--- src/rtl/hbp_pkg.sv ---
package hbp_pkg;
  localparam int unsigned NUM_SIDES = 2;
  localparam int unsigned IDX_LO    = 0;
  localparam int unsigned IDX_HI    = 1;

  typedef struct packed {
    logic cmd;
    logic vpos_ok;
    logic vneg_ok;
    logic oc;
  } side_in_t;

  localparam int unsigned SIDE_IN_W = $bits(side_in_t);
endpackage

--- src/rtl/hbp_sync.sv ---
module hbp_sync #(
  parameter int unsigned WIDTH  = 1,
  parameter int unsigned STAGES = 2
) (
  input  logic             clk,
  input  logic             rst_n,
  input  logic [WIDTH-1:0] d,
  output logic [WIDTH-1:0] q
);
  logic [WIDTH-1:0] chain [STAGES];

  always_ff @(posedge clk or negedge rst_n) begin
    if (!rst_n) begin
      for (int s = 0; s < int'(STAGES); s++) chain[s] <= '0;
    end else begin
      chain[0] <= d;
      for (int s = 1; s < int'(STAGES); s++) chain[s] <= chain[s-1];
    end
  end

  assign q = chain[STAGES-1];
endmodule

--- src/rtl/hbp_interlock.sv ---
module hbp_interlock #(
  parameter int unsigned NUM = 2
) (
  input  logic [NUM-1:0] cmd_i,
  input  logic [NUM-1:0] gate_i,
  output logic [NUM-1:0] permit_o
);
  // A side keeps ownership while on; otherwise it may start only when
  // every other command is released.
  for (genvar i = 0; i < int'(NUM); i++) begin : g_permit
    localparam logic [NUM-1:0] SELF = NUM'(1) << i;
    assign permit_o[i] = gate_i[i] | ~(|(cmd_i & ~SELF));
  end
endmodule

--- src/rtl/hbp_side.sv ---
module hbp_side (
  input  logic clk,
  input  logic rst_n,
  input  logic cmd_i,
  input  logic vpos_ok_i,
  input  logic vneg_ok_i,
  input  logic oc_i,
  input  logic armed_i,
  input  logic permit_i,
  output logic gate_o,
  output logic oc_latch_o,
  output logic oc_next_o,
  output logic uv_o
);
  logic cmd_d, gate_q, oc_q;
  logic rise, oc_set, oc_d, sup_ok, gate_d;

  always_comb begin
    sup_ok = vpos_ok_i & vneg_ok_i;
    rise   = cmd_i & ~cmd_d;
    oc_set = gate_q & oc_i;               // sense honoured only while on
    oc_d   = oc_set | (oc_q & ~rise);     // own command edge clears
    gate_d = cmd_i & permit_i & armed_i & sup_ok & ~oc_d;
  end

  always_ff @(posedge clk or negedge rst_n) begin
    if (!rst_n) begin
      cmd_d  <= 1'b0;
      gate_q <= 1'b0;
      oc_q   <= 1'b0;
    end else begin
      cmd_d  <= cmd_i;
      gate_q <= gate_d;
      oc_q   <= oc_d;
    end
  end

  assign gate_o     = gate_q;
  assign oc_latch_o = oc_q;
  assign oc_next_o  = oc_d;
  assign uv_o       = ~sup_ok;

  AST_OC_KILLS_GATE: assert property (@(posedge clk) disable iff (!rst_n)
    gate_q && oc_i |=> !gate_q && oc_q);
  AST_OC_HELD: assert property (@(posedge clk) disable iff (!rst_n)
    oc_q && !(cmd_i && !cmd_d) |=> oc_q);
  AST_SENSE_IGNORED_OFF: assert property (@(posedge clk) disable iff (!rst_n)
    !oc_q && !gate_q |=> !oc_q);
  AST_UV_BLOCKS: assert property (@(posedge clk) disable iff (!rst_n)
    !(vpos_ok_i && vneg_ok_i) |=> !gate_q);
  AST_UNARMED_OFF: assert property (@(posedge clk) disable iff (!rst_n)
    !armed_i |=> !gate_q);
endmodule

--- src/rtl/hbp_gate_ctrl.sv ---
module hbp_gate_ctrl
  import hbp_pkg::*;
#(
  parameter int unsigned SYNC_STAGES = 2
) (
  input  logic clk,
  input  logic rst_n,
  input  logic lo_cmd,
  input  logic hi_cmd,
  input  logic lo_vpos_ok,
  input  logic lo_vneg_ok,
  input  logic hi_vpos_ok,
  input  logic hi_vneg_ok,
  input  logic lo_oc,
  input  logic hi_oc,
  output logic lo_gate,
  output logic hi_gate,
  output logic lo_clamp,
  output logic hi_clamp,
  output logic fault_n
);
  localparam int unsigned FLAT_W = NUM_SIDES * SIDE_IN_W;

  side_in_t              raw_in [NUM_SIDES];
  side_in_t              syn_in [NUM_SIDES];
  logic [FLAT_W-1:0]     raw_flat, syn_flat;
  logic [NUM_SIDES-1:0]  cmd_vec, gate_vec, permit_vec;
  logic [NUM_SIDES-1:0]  oc_latch_vec, oc_next_vec, uv_vec;
  logic                  armed_q, armed, fault_n_q;

  assign raw_in[IDX_LO] = '{cmd: lo_cmd, vpos_ok: lo_vpos_ok, vneg_ok: lo_vneg_ok, oc: lo_oc};
  assign raw_in[IDX_HI] = '{cmd: hi_cmd, vpos_ok: hi_vpos_ok, vneg_ok: hi_vneg_ok, oc: hi_oc};

  for (genvar i = 0; i < int'(NUM_SIDES); i++) begin : g_pack
    assign raw_flat[i*SIDE_IN_W +: SIDE_IN_W] = raw_in[i];
    assign syn_in[i] = side_in_t'(syn_flat[i*SIDE_IN_W +: SIDE_IN_W]);
    assign cmd_vec[i] = syn_in[i].cmd;
  end

  hbp_sync #(.WIDTH(FLAT_W), .STAGES(SYNC_STAGES)) u_sync (
    .clk(clk), .rst_n(rst_n), .d(raw_flat), .q(syn_flat)
  );

  hbp_interlock #(.NUM(NUM_SIDES)) u_interlock (
    .cmd_i(cmd_vec), .gate_i(gate_vec), .permit_o(permit_vec)
  );

  // Arming: all supplies have been good together once since reset.
  assign armed = armed_q | ~(|uv_vec);

  for (genvar i = 0; i < int'(NUM_SIDES); i++) begin : g_side
    hbp_side u_side (
      .clk       (clk),
      .rst_n     (rst_n),
      .cmd_i     (syn_in[i].cmd),
      .vpos_ok_i (syn_in[i].vpos_ok),
      .vneg_ok_i (syn_in[i].vneg_ok),
      .oc_i      (syn_in[i].oc),
      .armed_i   (armed),
      .permit_i  (permit_vec[i]),
      .gate_o    (gate_vec[i]),
      .oc_latch_o(oc_latch_vec[i]),
      .oc_next_o (oc_next_vec[i]),
      .uv_o      (uv_vec[i])
    );
  end

  always_ff @(posedge clk or negedge rst_n) begin
    if (!rst_n) begin
      armed_q   <= 1'b0;
      fault_n_q <= 1'b1;
    end else begin
      armed_q   <= armed;
      fault_n_q <= ~(|oc_next_vec | |uv_vec);
    end
  end

  assign lo_gate  = gate_vec[IDX_LO];
  assign hi_gate  = gate_vec[IDX_HI];
  assign lo_clamp = ~gate_vec[IDX_LO];
  assign hi_clamp = ~gate_vec[IDX_HI];
  assign fault_n  = fault_n_q;

  AST_NO_SHOOT_THROUGH: assert property (@(posedge clk) disable iff (!rst_n)
    $onehot0({hi_gate, lo_gate}));
  AST_SIMUL_RISE_BLOCKED: assert property (@(posedge clk) disable iff (!rst_n)
    $rose(cmd_vec[IDX_LO]) && $rose(cmd_vec[IDX_HI]) |=> !lo_gate && !hi_gate);
  AST_FAULT_REPORTED: assert property (@(posedge clk) disable iff (!rst_n)
    (|oc_latch_vec) |-> !fault_n);
  AST_UV_REPORTED: assert property (@(posedge clk) disable iff (!rst_n)
    (|uv_vec) |=> !fault_n);
endmodule

--- config.mk ---
export PLATFORM = sky130hd
export DESIGN_NAME = hbp_gate_ctrl
export DESIGN_NICKNAME = d
export VERILOG_FILES = /design/src/rtl/hbp_pkg.sv /design/src/rtl/hbp_sync.sv /design/src/rtl/hbp_interlock.sv /design/src/rtl/hbp_side.sv /design/src/rtl/hbp_gate_ctrl.sv
export SDC_FILE = /design/constraint.sdc
export NUM_CORES = 1
export LEC_CHECK = 0
export BUFFER_PORTS_ARGS = -buffer_cell sky130_fd_sc_hd__buf_4
export CAP_MARGIN = 20
export CORE_AREA = 2 2 47 60
export DETAILED_ROUTE_END_ITERATION = 10
export DIE_AREA = 0 0 49 62
export SKIP_CTS_REPAIR_TIMING = 1
export SKIP_LAST_GASP = 1
export SYNTH_ARGS = -nofsm -noshare
export SYNTH_HDL_FRONTEND = slang
export SYNTH_SLANG_ARGS = --single-unit
--- constraint.sdc ---
create_clock -name clk -period 1.55 [get_ports clk]
set_input_delay 0.2325 -clock clk [delete_from_list [all_inputs] [get_ports clk]]
set_output_delay 0.2325 -clock clk [all_outputs]
set_load 0.1 [all_outputs]
==> impl.org <==
** Synth
- Area leader, netlist :: dfrtp_1
- In the synthesized netlist, mux cells make up 0% of the area.
- Commonest cells in the synthesized netlist :: 23 x dfrtp_1, 3 x a21oi_1, 3 x inv_1
- After synthesis, flip-flops and latches occupy 80.84% of the total area.
- Library cells used by synthesis :: 11
- Cell with the most instances after synthesis :: dfrtp_1
- After synthesis, the largest family of logic cells by area is simple AND/OR/NAND/NOR gates.
- The mapped netlist covers 744.5 µm².
- The cell count after synthesis came out at 41.
- By area the synthesized netlist is led by dfrtp_1 77%, a22o_4 4.7%, dfstp_2 3.5%.
- Post-synthesis xor/xnor area fraction :: 0%
- After Yosys synthesis, full adders, half adders and majority gates account for 0% of the synthesized area.
- Summing the areas of all and, or, nand and nor instances in the mapped netlist gives 9.244% of the synthesized area.
- In the synthesized netlist the async set-or-reset flop fraction comes to 100.0%.
- For this run, the number of Yosys warnings is 0.
- Average instance area after synthesis :: 18.16 µm²
- Counting every net in the synthesized netlist gives 51.
- Of the post-synthesis cell area, the dominant cell type holds 77.31%.
- The synthesized design contains 0 enable-type register cells.
- Main flop type after synthesis :: dfrtp_1
- Complex-gate fraction of the synthesized area :: 8.403%
- Total of flip-flops plus latches after synthesis :: 24

** Power
- In this run the power density over the cells is 1113 nW/µm².
- Maximum resistive drop on vdd :: 0.7367 mV
- In this run the static leakage power is 0.4345 nW.
- Total power consumption of the routed design :: 1.092 mW

** Critical path
- Kind of end point of the critical path :: output pin
- Origin of the worst setup path :: g_side[1].u_side.gate_o
- In this run the worst setup path terminates at hi_clamp.
- Data arrival time of the critical path :: 1.19 ns
- Largest fanout on the critical path :: 3
- Category of the worst setup path launch point :: register
- By startpoint and endpoint, the worst setup path is classified as reg -> out.
- The setup check on the worst reg-to-reg path leaves a slack of 0.43 ns.
- Worst-path cell chain :: clkinvlp_4, buf_4
- End of the worst register-to-register path :: g_side[1].u_side.gate_o
- CP Data Required Time :: 1.32 ns
- For this run, the slowest stage of the critical path takes 0.52 ns.
- Counting cells, the worst reg-to-reg path comes to 2.
- Slowest cell on the critical path :: dfrtp_4
- In this run the critical register-to-register path is launched from g_side[1].u_side.gate_o.

** Layout
- The final layout contains 74 nets.
- Layout overhead on the synthesized area :: 31.76%
- Post-Layout Cell Count :: 97
- The number of antenna diodes in the final layout is 0.
- Layout cells sized above 1 :: 44.44%

** Die
- The initial utilization of the core area, before any placement, comes to 29.21%.
- Die area :: 3038 µm²
- Die X :: 49 µm
- Rows :: 21
- The die is 62 µm tall.
- IO Count :: 15
- The core region is 2549 µm².

** CTS
- Clock latency reported for the late side of the worst-skew pair :: 0.31 ns
- CTS tree :: yes
- Clock slew seen by the registers of the worst setup and hold paths :: 0.12 ns
- Sinks on the clock net :: 24
- Number of levels the H-tree was split into :: 1
- Worst-case clock buffer depth :: 2
- Clock root buffer :: clkbuf_4
- Number of buffers created by CTS :: 3

** Timing
- Setup repair after global routing left no endpoint under its margin.
- For the final database, setup skew stands at 0.003464 ns.
- Final Hold Vio Count :: 0
- The number of pins exceeding their max-slew limit in the final report is 0.
- Slew at the pin closest to its max-slew limit :: 0.2889 ns
- The worst path needs 1.420 ns of the cycle, external delays included.
- Share of the cycle needed by the critical path after routing :: 91.59%
- Derived from the worst setup path, the maximum achievable clock frequency is 0.7044 GHz.
- Final setup violation count :: 0
- Relative slew slack :: 80.74%

** Run
- The tool flagged a number of max-cap violations equal to 0.

** Routing
- Wire per inst :: 9.660 µm
- Post-route DRC violation count :: 0
- For this block, the initial DRC count from the detailed router was 1.
- For this block, the via count after detailed routing is 387.
- For this block, the routed nets add up to 937 µm of wire.
- Using the TritonRoute via totals, the vias-per-cell ratio works out to 3.990.
- Total iterations of the first detailed-routing run :: 4
- The count of nets left with antenna violations once routing finished came out at 0.

** GRT
- Entering global routing, the biggest net connects 25 pins.
- Via count of the first global-routing pass :: 386
- Total congestion overflow :: 0
- Gr usage total :: 6.930%
- The number of antenna violations at the first check in global routing was 0.
- Wire length of the first global-routing pass :: 1.559 mm

** Placement
- Routability cong. :: 0.6909
- Cells after DPL :: 89
- Number of buffers added on ports :: 14

** Outcome
- Status :: complete, no violations

** Min path
- The path class of the tightest hold or removal check is in -> reg.
-- flip-flops by register name, indices dropped and copies added (netlist names) --
register	count
armed_q	1
fault_n	1
g_side.u_side.cmd_d	2
g_side.u_side.gate_o	2
g_side.u_side.oc_latch_o	2
u_sync.chain	8
u_sync.q	8
-- worst max-delay path, delay by kind of cell, from the launching register on --
family | cells | cell delay [ns]
flip-flops | 1 | 0.52
buffers and inverters | 2 | 0.36
-- layer usage --
layer  vias up  global-route usage [%]  wire, µm
met5         -                       0         0
met4         0                   4.898        21
met3         2                   1.435        43
met2        13                   12.52       476
met1       189                   7.477       395
li1        183                       -         -
-- area by class of cell --
| cell class | instances | area (µm²) |
|---|---|---|
| fill | 261 | 1568 |
| sequential | 24 | 606.8 |
| timing repair buffer | 18 | 145.1 |
| multi-input combinational | 14 | 131.4 |
| tap | 34 | 42.54 |
| clock buffer | 4 | 36.28 |
| inverter | 3 | 18.77 |
-- cells in the final DEF (no fill, tap or decap), types with 2 or more instances in the layout --
master,count
buf_4,14
clkinvlp_4,2
nand2b_1,2
a21oi_1,3
a22o_4,2
clkbuf_4,3
dlygate4sd3_1,4
nor4_2,2
nand2_1,2
dfrtp_1,21
-- per-stage QoR --
stage	setup WS, ns	TNS [ns]	instance area, µm²	util (%)	hold WS [ns]
after floorplan	-0.1436	-0.1436	757.0	-	-0.06309
after global placement	0.4680	0	904.6	35.49	0.1357
after detailed placement	0.4481	0	904.6	35.49	0.1412
after CTS	0.1106	0	940.9	36.92	-0.2084
after global routing	0.08092	0	980.9	38.49	0.002626
final	0.1303	0	980.9	38.49	0.02241
-- kinds of logic (layout without fill, tap and decap cells) --
family,count (synthesis),after routing
flops,24,24
buf+inv,3,25
simple gates,7,7
compound gates,7,7
-- power by group --
part	internal, mW	switching (mW)	total [mW]
combinational	0.0416	0.0606	0.102
clock	0.143	0.173	0.317
sequential	0.659	0.0143	0.673
-- worst min-delay path by stage --
stage / startpoint / end / slack, ns / depth (start not counted)
6_report: hi_vneg_ok / u_sync.chain[13] / 0.02 / 1
5_1_grt: lo_vpos_ok / u_sync.chain[10] / 0.003 / 1
4_1_cts: rst_n / u_sync.chain[9] / -0.21 / 1
3_5_place_dp: rst_n / u_sync.chain[11] / 0.14 / 1
3_3_place_gp: rst_n / u_sync.chain[11] / 0.14 / 1
2_1_floorplan: rst_n / armed_q / -0.06 / 0
No activity file was read; power rests on OpenSTA's default activity.
